**config.mk**
```make
export PLATFORM = sky130hd
export DESIGN_NAME = kiss_frame_encoder
export DESIGN_NICKNAME = d
export VERILOG_FILES = /design/src/rtl/kiss_enc_pkg.sv /design/src/rtl/kiss_esc_map.sv /design/src/rtl/kiss_seq_build.sv /design/src/rtl/kiss_enc_core.sv /design/src/rtl/kiss_frame_encoder.sv
export SDC_FILE = /design/constraint.sdc
export NUM_CORES = 1
export LEC_CHECK = 0
export ABC_CLOCK_PERIOD_IN_PS = 8900
export CORE_MARGIN = 4
export CORE_UTILIZATION = 47
export DETAILED_ROUTE_END_ITERATION = 6
export PLACE_DENSITY = 0.77
export SYNTH_ARGS = -nofsm -noshare
export SYNTH_HDL_FRONTEND = slang
export SYNTH_SLANG_ARGS = --single-unit
```
**constraint.sdc**
```tcl
create_clock -name clk -period 8.9 [get_ports clk]
set_input_delay 1.78 -clock clk [delete_from_list [all_inputs] [get_ports clk]]
set_output_delay 1.78 -clock clk [all_outputs]
set_load 0.01 [all_outputs]
```
**src/rtl/kiss_enc_pkg.sv**
```systemverilog
package kiss_enc_pkg;
    localparam int BYTE_W     = 8;
    localparam int PEND_DEPTH = 3;
    localparam int SEQ_MAX    = PEND_DEPTH + 1;
    localparam int CNT_W      = $clog2(SEQ_MAX + 1);

    localparam logic [BYTE_W-1:0] CODE_DELIM   = 8'hC0;
    localparam logic [BYTE_W-1:0] CODE_ESC     = 8'hDB;
    localparam logic [BYTE_W-1:0] CODE_T_DELIM = 8'hDC;
    localparam logic [BYTE_W-1:0] CODE_T_ESC   = 8'hDD;

    typedef logic [SEQ_MAX-1:0][BYTE_W-1:0]    seq_t;
    typedef logic [PEND_DEPTH-1:0][BYTE_W-1:0] pend_t;

    typedef struct packed {
        logic [BYTE_W-1:0] ob;
        logic              ov;
        pend_t             pb;
        logic [CNT_W-1:0]  pcnt;
        logic              open;
    } enc_state_t;
endpackage

```
**src/rtl/kiss_esc_map.sv**
```systemverilog
module kiss_esc_map
    import kiss_enc_pkg::*;
(
    input  logic [BYTE_W-1:0] byte_i,
    output logic              esc_o,
    output logic [BYTE_W-1:0] code_o
);
    always_comb begin
        esc_o  = 1'b0;
        code_o = byte_i;
        if (byte_i == CODE_DELIM) begin
            esc_o  = 1'b1;
            code_o = CODE_T_DELIM;
        end else if (byte_i == CODE_ESC) begin
            esc_o  = 1'b1;
            code_o = CODE_T_ESC;
        end
    end
endmodule

```
**src/rtl/kiss_seq_build.sv**
```systemverilog
module kiss_seq_build
    import kiss_enc_pkg::*;
(
    input  logic [BYTE_W-1:0] data_i,
    input  logic              last_i,
    input  logic              nul_i,
    input  logic              open_i,
    output seq_t              seq_o,
    output logic [CNT_W-1:0]  cnt_o,
    output logic              open_o
);
    logic              esc;
    logic [BYTE_W-1:0] code;

    kiss_esc_map u_map (
        .byte_i (data_i),
        .esc_o  (esc),
        .code_o (code)
    );

    always_comb begin
        logic [CNT_W-1:0] k;
        seq_o = '0;
        k     = '0;
        if (!open_i && (!nul_i || last_i)) begin
            seq_o[k] = CODE_DELIM;
            k        = k + 1'b1;
        end
        if (!nul_i) begin
            if (esc) begin
                seq_o[k] = CODE_ESC;
                k        = k + 1'b1;
                seq_o[k] = code;
                k        = k + 1'b1;
            end else begin
                seq_o[k] = data_i;
                k        = k + 1'b1;
            end
        end
        if (last_i) begin
            seq_o[k] = CODE_DELIM;
            k        = k + 1'b1;
        end
        cnt_o  = k;
        open_o = last_i ? 1'b0 : (nul_i ? open_i : 1'b1);
    end
endmodule

```
**src/rtl/kiss_enc_core.sv**
```systemverilog
module kiss_enc_core
    import kiss_enc_pkg::*;
(
    input  logic              clk,
    input  logic              rst_n,
    input  logic [BYTE_W-1:0] in_data,
    input  logic              in_valid,
    input  logic              in_last,
    input  logic              in_nul,
    output logic              in_ready,
    output logic [BYTE_W-1:0] out_data,
    output logic              out_valid,
    input  logic              out_ready
);
    enc_state_t       s_q, s_d;
    seq_t             seq;
    logic [CNT_W-1:0] seq_cnt;
    logic             open_nx;
    logic             slot_free;
    logic             in_fire;

    kiss_seq_build u_seq (
        .data_i (in_data),
        .last_i (in_last),
        .nul_i  (in_nul),
        .open_i (s_q.open),
        .seq_o  (seq),
        .cnt_o  (seq_cnt),
        .open_o (open_nx)
    );

    assign slot_free = !s_q.ov || out_ready;
    assign in_ready  = (s_q.pcnt == '0) && slot_free;
    assign in_fire   = in_valid && in_ready;
    assign out_data  = s_q.ob;
    assign out_valid = s_q.ov;

    always_comb begin
        s_d = s_q;
        if (slot_free) begin
            if (s_q.pcnt != '0) begin
                s_d.ob   = s_q.pb[0];
                s_d.pb   = {{BYTE_W{1'b0}}, s_q.pb[PEND_DEPTH-1:1]};
                s_d.pcnt = s_q.pcnt - 1'b1;
                s_d.ov   = 1'b1;
            end else if (in_fire && seq_cnt != '0) begin
                s_d.ob   = seq[0];
                s_d.pb   = seq[SEQ_MAX-1:1];
                s_d.pcnt = seq_cnt - 1'b1;
                s_d.ov   = 1'b1;
            end else begin
                s_d.ov   = 1'b0;
            end
        end
        if (in_fire) begin
            s_d.open = open_nx;
        end
    end

    always_ff @(posedge clk) begin
        if (!rst_n) begin
            s_q <= '0;
        end else begin
            s_q <= s_d;
        end
    end

    p_open_delim_r1: assert property (@(posedge clk) disable iff (!rst_n)
        in_fire && !in_nul && !s_q.open |=> out_valid && out_data == CODE_DELIM);

    p_esc_pair_r2: assert property (@(posedge clk) disable iff (!rst_n)
        out_valid && out_ready && out_data == CODE_ESC
        |=> out_valid && (out_data == CODE_T_DELIM || out_data == CODE_T_ESC));

    p_esc_start_r3: assert property (@(posedge clk) disable iff (!rst_n)
        in_fire && !in_nul && s_q.open && in_data == CODE_ESC
        |=> out_valid && out_data == CODE_ESC);

    p_hold_in_r6: assert property (@(posedge clk) disable iff (!rst_n)
        out_valid && out_data == CODE_ESC |-> !in_ready);

    p_empty_frame_r7: assert property (@(posedge clk) disable iff (!rst_n)
        in_fire && in_nul && in_last && !s_q.open
        |=> out_valid && out_data == CODE_DELIM && s_q.pcnt == 1);

    p_stall_r8: assert property (@(posedge clk) disable iff (!rst_n)
        out_valid && !out_ready |=> out_valid && $stable(out_data));
endmodule

```
**src/rtl/kiss_frame_encoder.sv**
```systemverilog
module kiss_frame_encoder
    import kiss_enc_pkg::*;
(
    input  logic              clk,
    input  logic              rst_n,
    input  logic [BYTE_W-1:0] in_data,
    input  logic              in_valid,
    input  logic              in_last,
    input  logic              in_nul,
    output logic              in_ready,
    output logic [BYTE_W-1:0] out_data,
    output logic              out_valid,
    input  logic              out_ready
);
    kiss_enc_core u_core (
        .clk       (clk),
        .rst_n     (rst_n),
        .in_data   (in_data),
        .in_valid  (in_valid),
        .in_last   (in_last),
        .in_nul    (in_nul),
        .in_ready  (in_ready),
        .out_data  (out_data),
        .out_valid (out_valid),
        .out_ready (out_ready)
    );
endmodule

```
Yosys cells after proc, flatten, opt, wreduce, memory -nomap -nowiden:

Index checks and enable logic that the tools add are counted.

* input bits: 14
* word-level logic and storage cells: 71
* bits in registers: 37
* bits in read-only memories: 0
* bits in writable memories: 0
* latch bits: 0
* output and inout bits: 10
* memories kept: 0

* reduce and logical (&&, ||, !) cells: 18
* div/mod/pow operators: 0
* order comparisons: 6
* shift operators: 0
* add/subtract/negate cells: 5
* bitwise logic cells: 6
* mux-type cells: 26
* multipliers: 0
* equal/unequal tests: 3

Operators by type and width (number)
* $mux W32: 3
* $bwmux W32: 2
* $mux W8: 7
* $demux W8 S2: 3
* $mux W36: 1
* $mux W27: 1
* $and A24 B24 Y24: 1
* $not A24 Y24: 1
* $or A6 B24 Y24: 1
* $eq A8 B8 Y1 const B: 2
* $add A3 B1 Y3 const B: 3
* $ge A3 B1 Y1 const B: 3
* $lt A3 B3 Y1 const B: 3
* $mux W3: 3
* $and A2 B8 Y8: 1
* $not A8 Y8: 1
* $or A8 B8 Y8: 1
* $logic_and A1 B1 Y1: 7
* $mux W1: 6
* $reduce_bool A3 Y1: 2
* $sub A3 B1 Y3 const B: 2
* $reduce_and A2 Y1: 2
* $logic_not A1 Y1: 3
* $logic_not A3 Y1: 1
* other kinds (3): 4

Depth between registers and ports, before layout:

* depth after elaboration: 17
* mapped depth: 11

Hierarchy:

From an unflattened synthesis, not the netlist that was laid out.

* cell total of the unflattened synthesis: 313
* area total of the unflattened synthesis: 2406.1 sq um

By module, submodules not included
* kiss_enc_core: area an instance 1722.9 sq um, instances 1, cells each 204
* kiss_seq_build: area an instance 570.5 sq um, instances 1, cells each 95
* kiss_esc_map: area an instance 112.6 sq um, instances 1, cells each 14

Worst setup path before layout:

Ideal clock, no wire load.

* kind: input-to-reg
* start point: input in_data[1]
* end point: register u_core.s_q[2] in the netlist's numbering
* setup time: 0.070 ns
* path buffers: 0
* required time: 8.830 ns
* arrival: 4.348 ns
* stages: 10
* path slack: 4.482 ns
* cells stage by stage: or4_1 -> a21oi_1 -> o21ai_0 -> o21a_1 -> ha_1 -> nor4b_1 -> a211oi_1 -> ha_1 -> or3_1 -> a21oi_1

* cells in the longest elaborated chain, start to end: 11

Ends and longest elaborated chain
* from (decl): RTL line kiss_frame_encoder.sv:6 `input logic [BYTE_W-1:0] in_data,`
* $eq A8 B8 Y1: RTL line kiss_esc_map.sv:14 `end else if (byte_i == CODE_ESC) begin`
* $mux W1: RTL line kiss_esc_map.sv:14
* $mux W1 (*): RTL line kiss_esc_map.sv:11 `if (byte_i == CODE_DELIM) begin`
* $mux W3 (*): RTL line kiss_seq_build.sv:30 `if (esc) begin`
* $mux W3 (*): RTL line kiss_seq_build.sv:29 `if (!nul_i) begin`
* $add A3 B1 Y3: RTL line kiss_seq_build.sv:42 `k = k + 1'b1;`
* $mux W3 (*): RTL line kiss_seq_build.sv:40 `if (last_i) begin`
* parallel branches: the longest is 4 deep, another holds $sub A3 B1 Y3
* to (signal assigned): RTL line kiss_enc_core.sv:62 `s_q <= '0;`
* to (signal assigned): RTL line kiss_enc_core.sv:64 `s_q <= s_d;`
* to (decl): RTL line kiss_enc_core.sv:15 `enc_state_t s_q, s_d;`

Every way passes the cells marked *. The select of a mux whose other input is x is not followed.
A chain may end at the register's enable or synchronous reset.

Worst setup path in the final report:

* start point: input out_ready
* end point: output in_ready

* cells in the longest elaborated chain, start to end: 2

Ends and longest elaborated chain
* from (decl): RTL line kiss_frame_encoder.sv:13 `input logic out_ready`
* $logic_or A1 B1 Y1: RTL line kiss_enc_core.sv:32 `assign slot_free = !s_q.ov || out_ready;`
* $logic_and A1 B1 Y1: RTL line kiss_enc_core.sv:33 `assign in_ready = (s_q.pcnt == '0) && slot_free;`
* to (decl): RTL line kiss_frame_encoder.sv:10 `output logic in_ready,`

No other way between the ends.

==> flow_summary.toml <==
[status]
status = "finished clean"

[clocking]
cts_tree = "yes"
clock-sinks = 30
ctsHoldBuffers = 0
post_cts_buffers = 0
cts_buffers = 5
clock_path_buffers = 2
htreeDepth = 2
insertion_delay_ps = 290
clockRootBuffer = "clkbuf_8"
cts.reportedPaths.clkPinSlew_ps = 70
cts_resized = 0

[placement]
portBuffers = 23
place_hpwl_um = 3250
gp_congestion = 0.831

[global_routing]
grt_pass1_wl_um = 7690
grt_max_degree = 29
grt_util_all_layers = 0.196
grt_use_met3 = 0.0403
grt-busiest-layer = "met1"
grt_pass1_vias = 1544
gr-total-overflow = 0
grtUsageMet2 = 0.268
antenna_found_initial = 0
grtUsageMet1 = 0.285

[layout]
n_fill_cell = 358
multi_input_area_um2 = 1090
layout_commonest_cell = "dfxtp_1"
syn2layout_area_growth_pct = 14.4
regArea_um2 = 601
drive_gt1_frac = 0.0730
final_nets = 250
antenna_cells = 0
mostFrequentLayoutCells = "dfxtp_1, clkdlybuf4s50_1, a21oi_1"

[logic_synthesis]
synthCells = 225
synth_seq_area_share = 0.328
syn_area_um2 = 1830
synth_edf_count = 0
synth_warnings = 0
ys_types = 52
synth_nets = 243
ys_async_sr_fraction = 0
ys.flop_type = "dfxtp_1"
avgSynthCellArea_um2 = 8.14
ys_seq_elements = 30

[critical_path]
start_kind = "primary input"
reg2reg_from = "u_core.s_q[0]"
crit_path_end_kind = "output port"
reg2reg_depth = 8
worstPathRequired_ps = 7120
worstPathArrival_ps = 3470
ff2ff_setup_slack_ps = 6220
cp_max_fo = 14
critPathKind = "in2out"
rr_endpoint = "u_core.s_q[2]"

[die]
rows = 22
die-area_um2 = 4960
start_util = 0.493
dieWidth_um = 70.4
ios = 24
core_area_um2 = 3720
die_y_um = 70.4

[route]
vias = 1823
routed_via_density = 6.49
routed_wl_um = 4770
drc = 0
ant_nets = 0
dr.pass1.iters = 6
routedWlPerCell_um = 17.0
drt-initial-drc-count = 219

[timing]
tns_ps = 0
slew_viol_final = 0
clock.fmax_mhz = 190
period_share = 0.590
finalCriticalPeriod_ps = 5250
setup_viol = 0
tightest_slew_ps = 953
max_slew_margin = 0.365
hold_slack_ps = 473
hold_viol_final = 0
rsz0062_at_grt = "no"
finalClockSkew_ps = 6.84

[hold_path]
whs_path_depth = 1
min-delay-start = "u_core.s_q[13]"
hold_class = "reg2reg"
min_to = "u_core.s_q[13]"

[pwr]
power_mw = 0.568
p_per_area_nw_per_um2 = 271
peakVddDrop_mv = 0.105
power_leakage_nw = 0.700

[run]
maxCapViolations = 0
-- area by class of cell --
type | count | share of cell area
timing repair buffer | 24 | 0.114
tap | 48 | 0.0287
inverter | 4 | 0.00717
multi-input combinational | 167 | 0.519
clock inverter | 2 | 0.00597
clock buffer | 6 | 0.0394
sequential | 30 | 0.287
-- registers in the layout, summed over array words and instances (netlist names) --
name	count
u_core.s_q	21
u_core.out_data	8
u_core.out_valid	1
-- Yosys cell counts (3+ instances only) --
| library cell | n | area [um2] |
|---|---|---|
| o21a_1 | 3 | 22.5 |
| nand2b_1 | 5 | 31.3 |
| o21ai_0 | 15 | 75.1 |
| dfxtp_1 | 30 | 601 |
| o211ai_1 | 4 | 30.0 |
| nor2_1 | 7 | 26.3 |
| a21o_1 | 3 | 22.5 |
| ha_1 | 4 | 50.1 |
| nand2_1 | 20 | 75.1 |
| buf_4 | 8 | 60.1 |
| clkbuf_1 | 12 | 45.0 |
| nor4_1 | 3 | 18.8 |
| or3_1 | 6 | 37.5 |
| nor2b_1 | 3 | 18.8 |
| a21oi_1 | 22 | 110 |
| a311oi_1 | 10 | 87.6 |
| o22ai_1 | 3 | 18.8 |
| a22oi_1 | 3 | 22.5 |
| inv_1 | 3 | 11.3 |
| nand3_1 | 5 | 25.0 |
| a21boi_0 | 4 | 30.0 |
| nor3_1 | 6 | 30.0 |
| a211oi_1 | 7 | 52.6 |
| a31o_2 | 3 | 26.3 |
-- report_power, final --
group	leakage, nW	internal [mW]	switching, mW	total, mW
logic	0.407	0.107	0.145	0.252
clock network	0.0472	0.0621	0.0570	0.119
registers	0.246	0.170	0.0274	0.197
-- layer usage --
| layer | up-vias | part of all wire |
|---|---|---|
| met5 | - | 0 |
| met3 | 9 | 0.079 |
| met1 | 835 | 0.48 |
| li1 | 881 | - |
| met2 | 98 | 0.43 |
| met4 | 0 | 0.019 |
-- kinds of logic (layout without fill, tap and decap cells) --
group | after synthesis | in the layout | synth area share
buffers and inverters | 28 | 36 | 0.0786
AOI/OAI and AO/OA | 93 | 93 | 0.353
and+or+nand+nor | 69 | 69 | 0.208
DFF | 30 | 30 | 0.328
adders and majority gates | 4 | 4 | 0.0273
xor gates and xnor gates | 1 | 1 | 0.00479
-- critical path, cell delays in order --
cell and delay (ps):
clkdlybuf4s50_1 410, nor2b_1 680, nor2_1 90, clkdlybuf4s50_1 510
-- worst max path at each step --
| stage | to | start | slack (ps) |
|---|---|---|---|
| after floorplan | u_core.s_q[2] | in_data[1] | 4480 |
| after global placement | in_ready | out_ready | 3680 |
| after detailed placement | u_core.s_q[2] | in_data[1] | 3600 |
| after CTS | in_ready | out_ready | 3670 |
| after global routing | in_ready | out_ready | 3450 |
| final | in_ready | out_ready | 3650 |
-- metrics by stage --
step | setup slack (ps) | util | std cells | cell area (um2)
2_1_floorplan | 4480 | - | 225 | 1830
3_3_place_gp | 3680 | 0.538 | 273 | 2000
3_5_place_dp | 3600 | 0.538 | 273 | 2000
4_1_cts | 3670 | 0.564 | 281 | 2090
5_1_grt | 3450 | 0.564 | 281 | 2090
6_report | 3650 | 0.564 | 281 | 2090
Power figures use the tool's default switching activity.
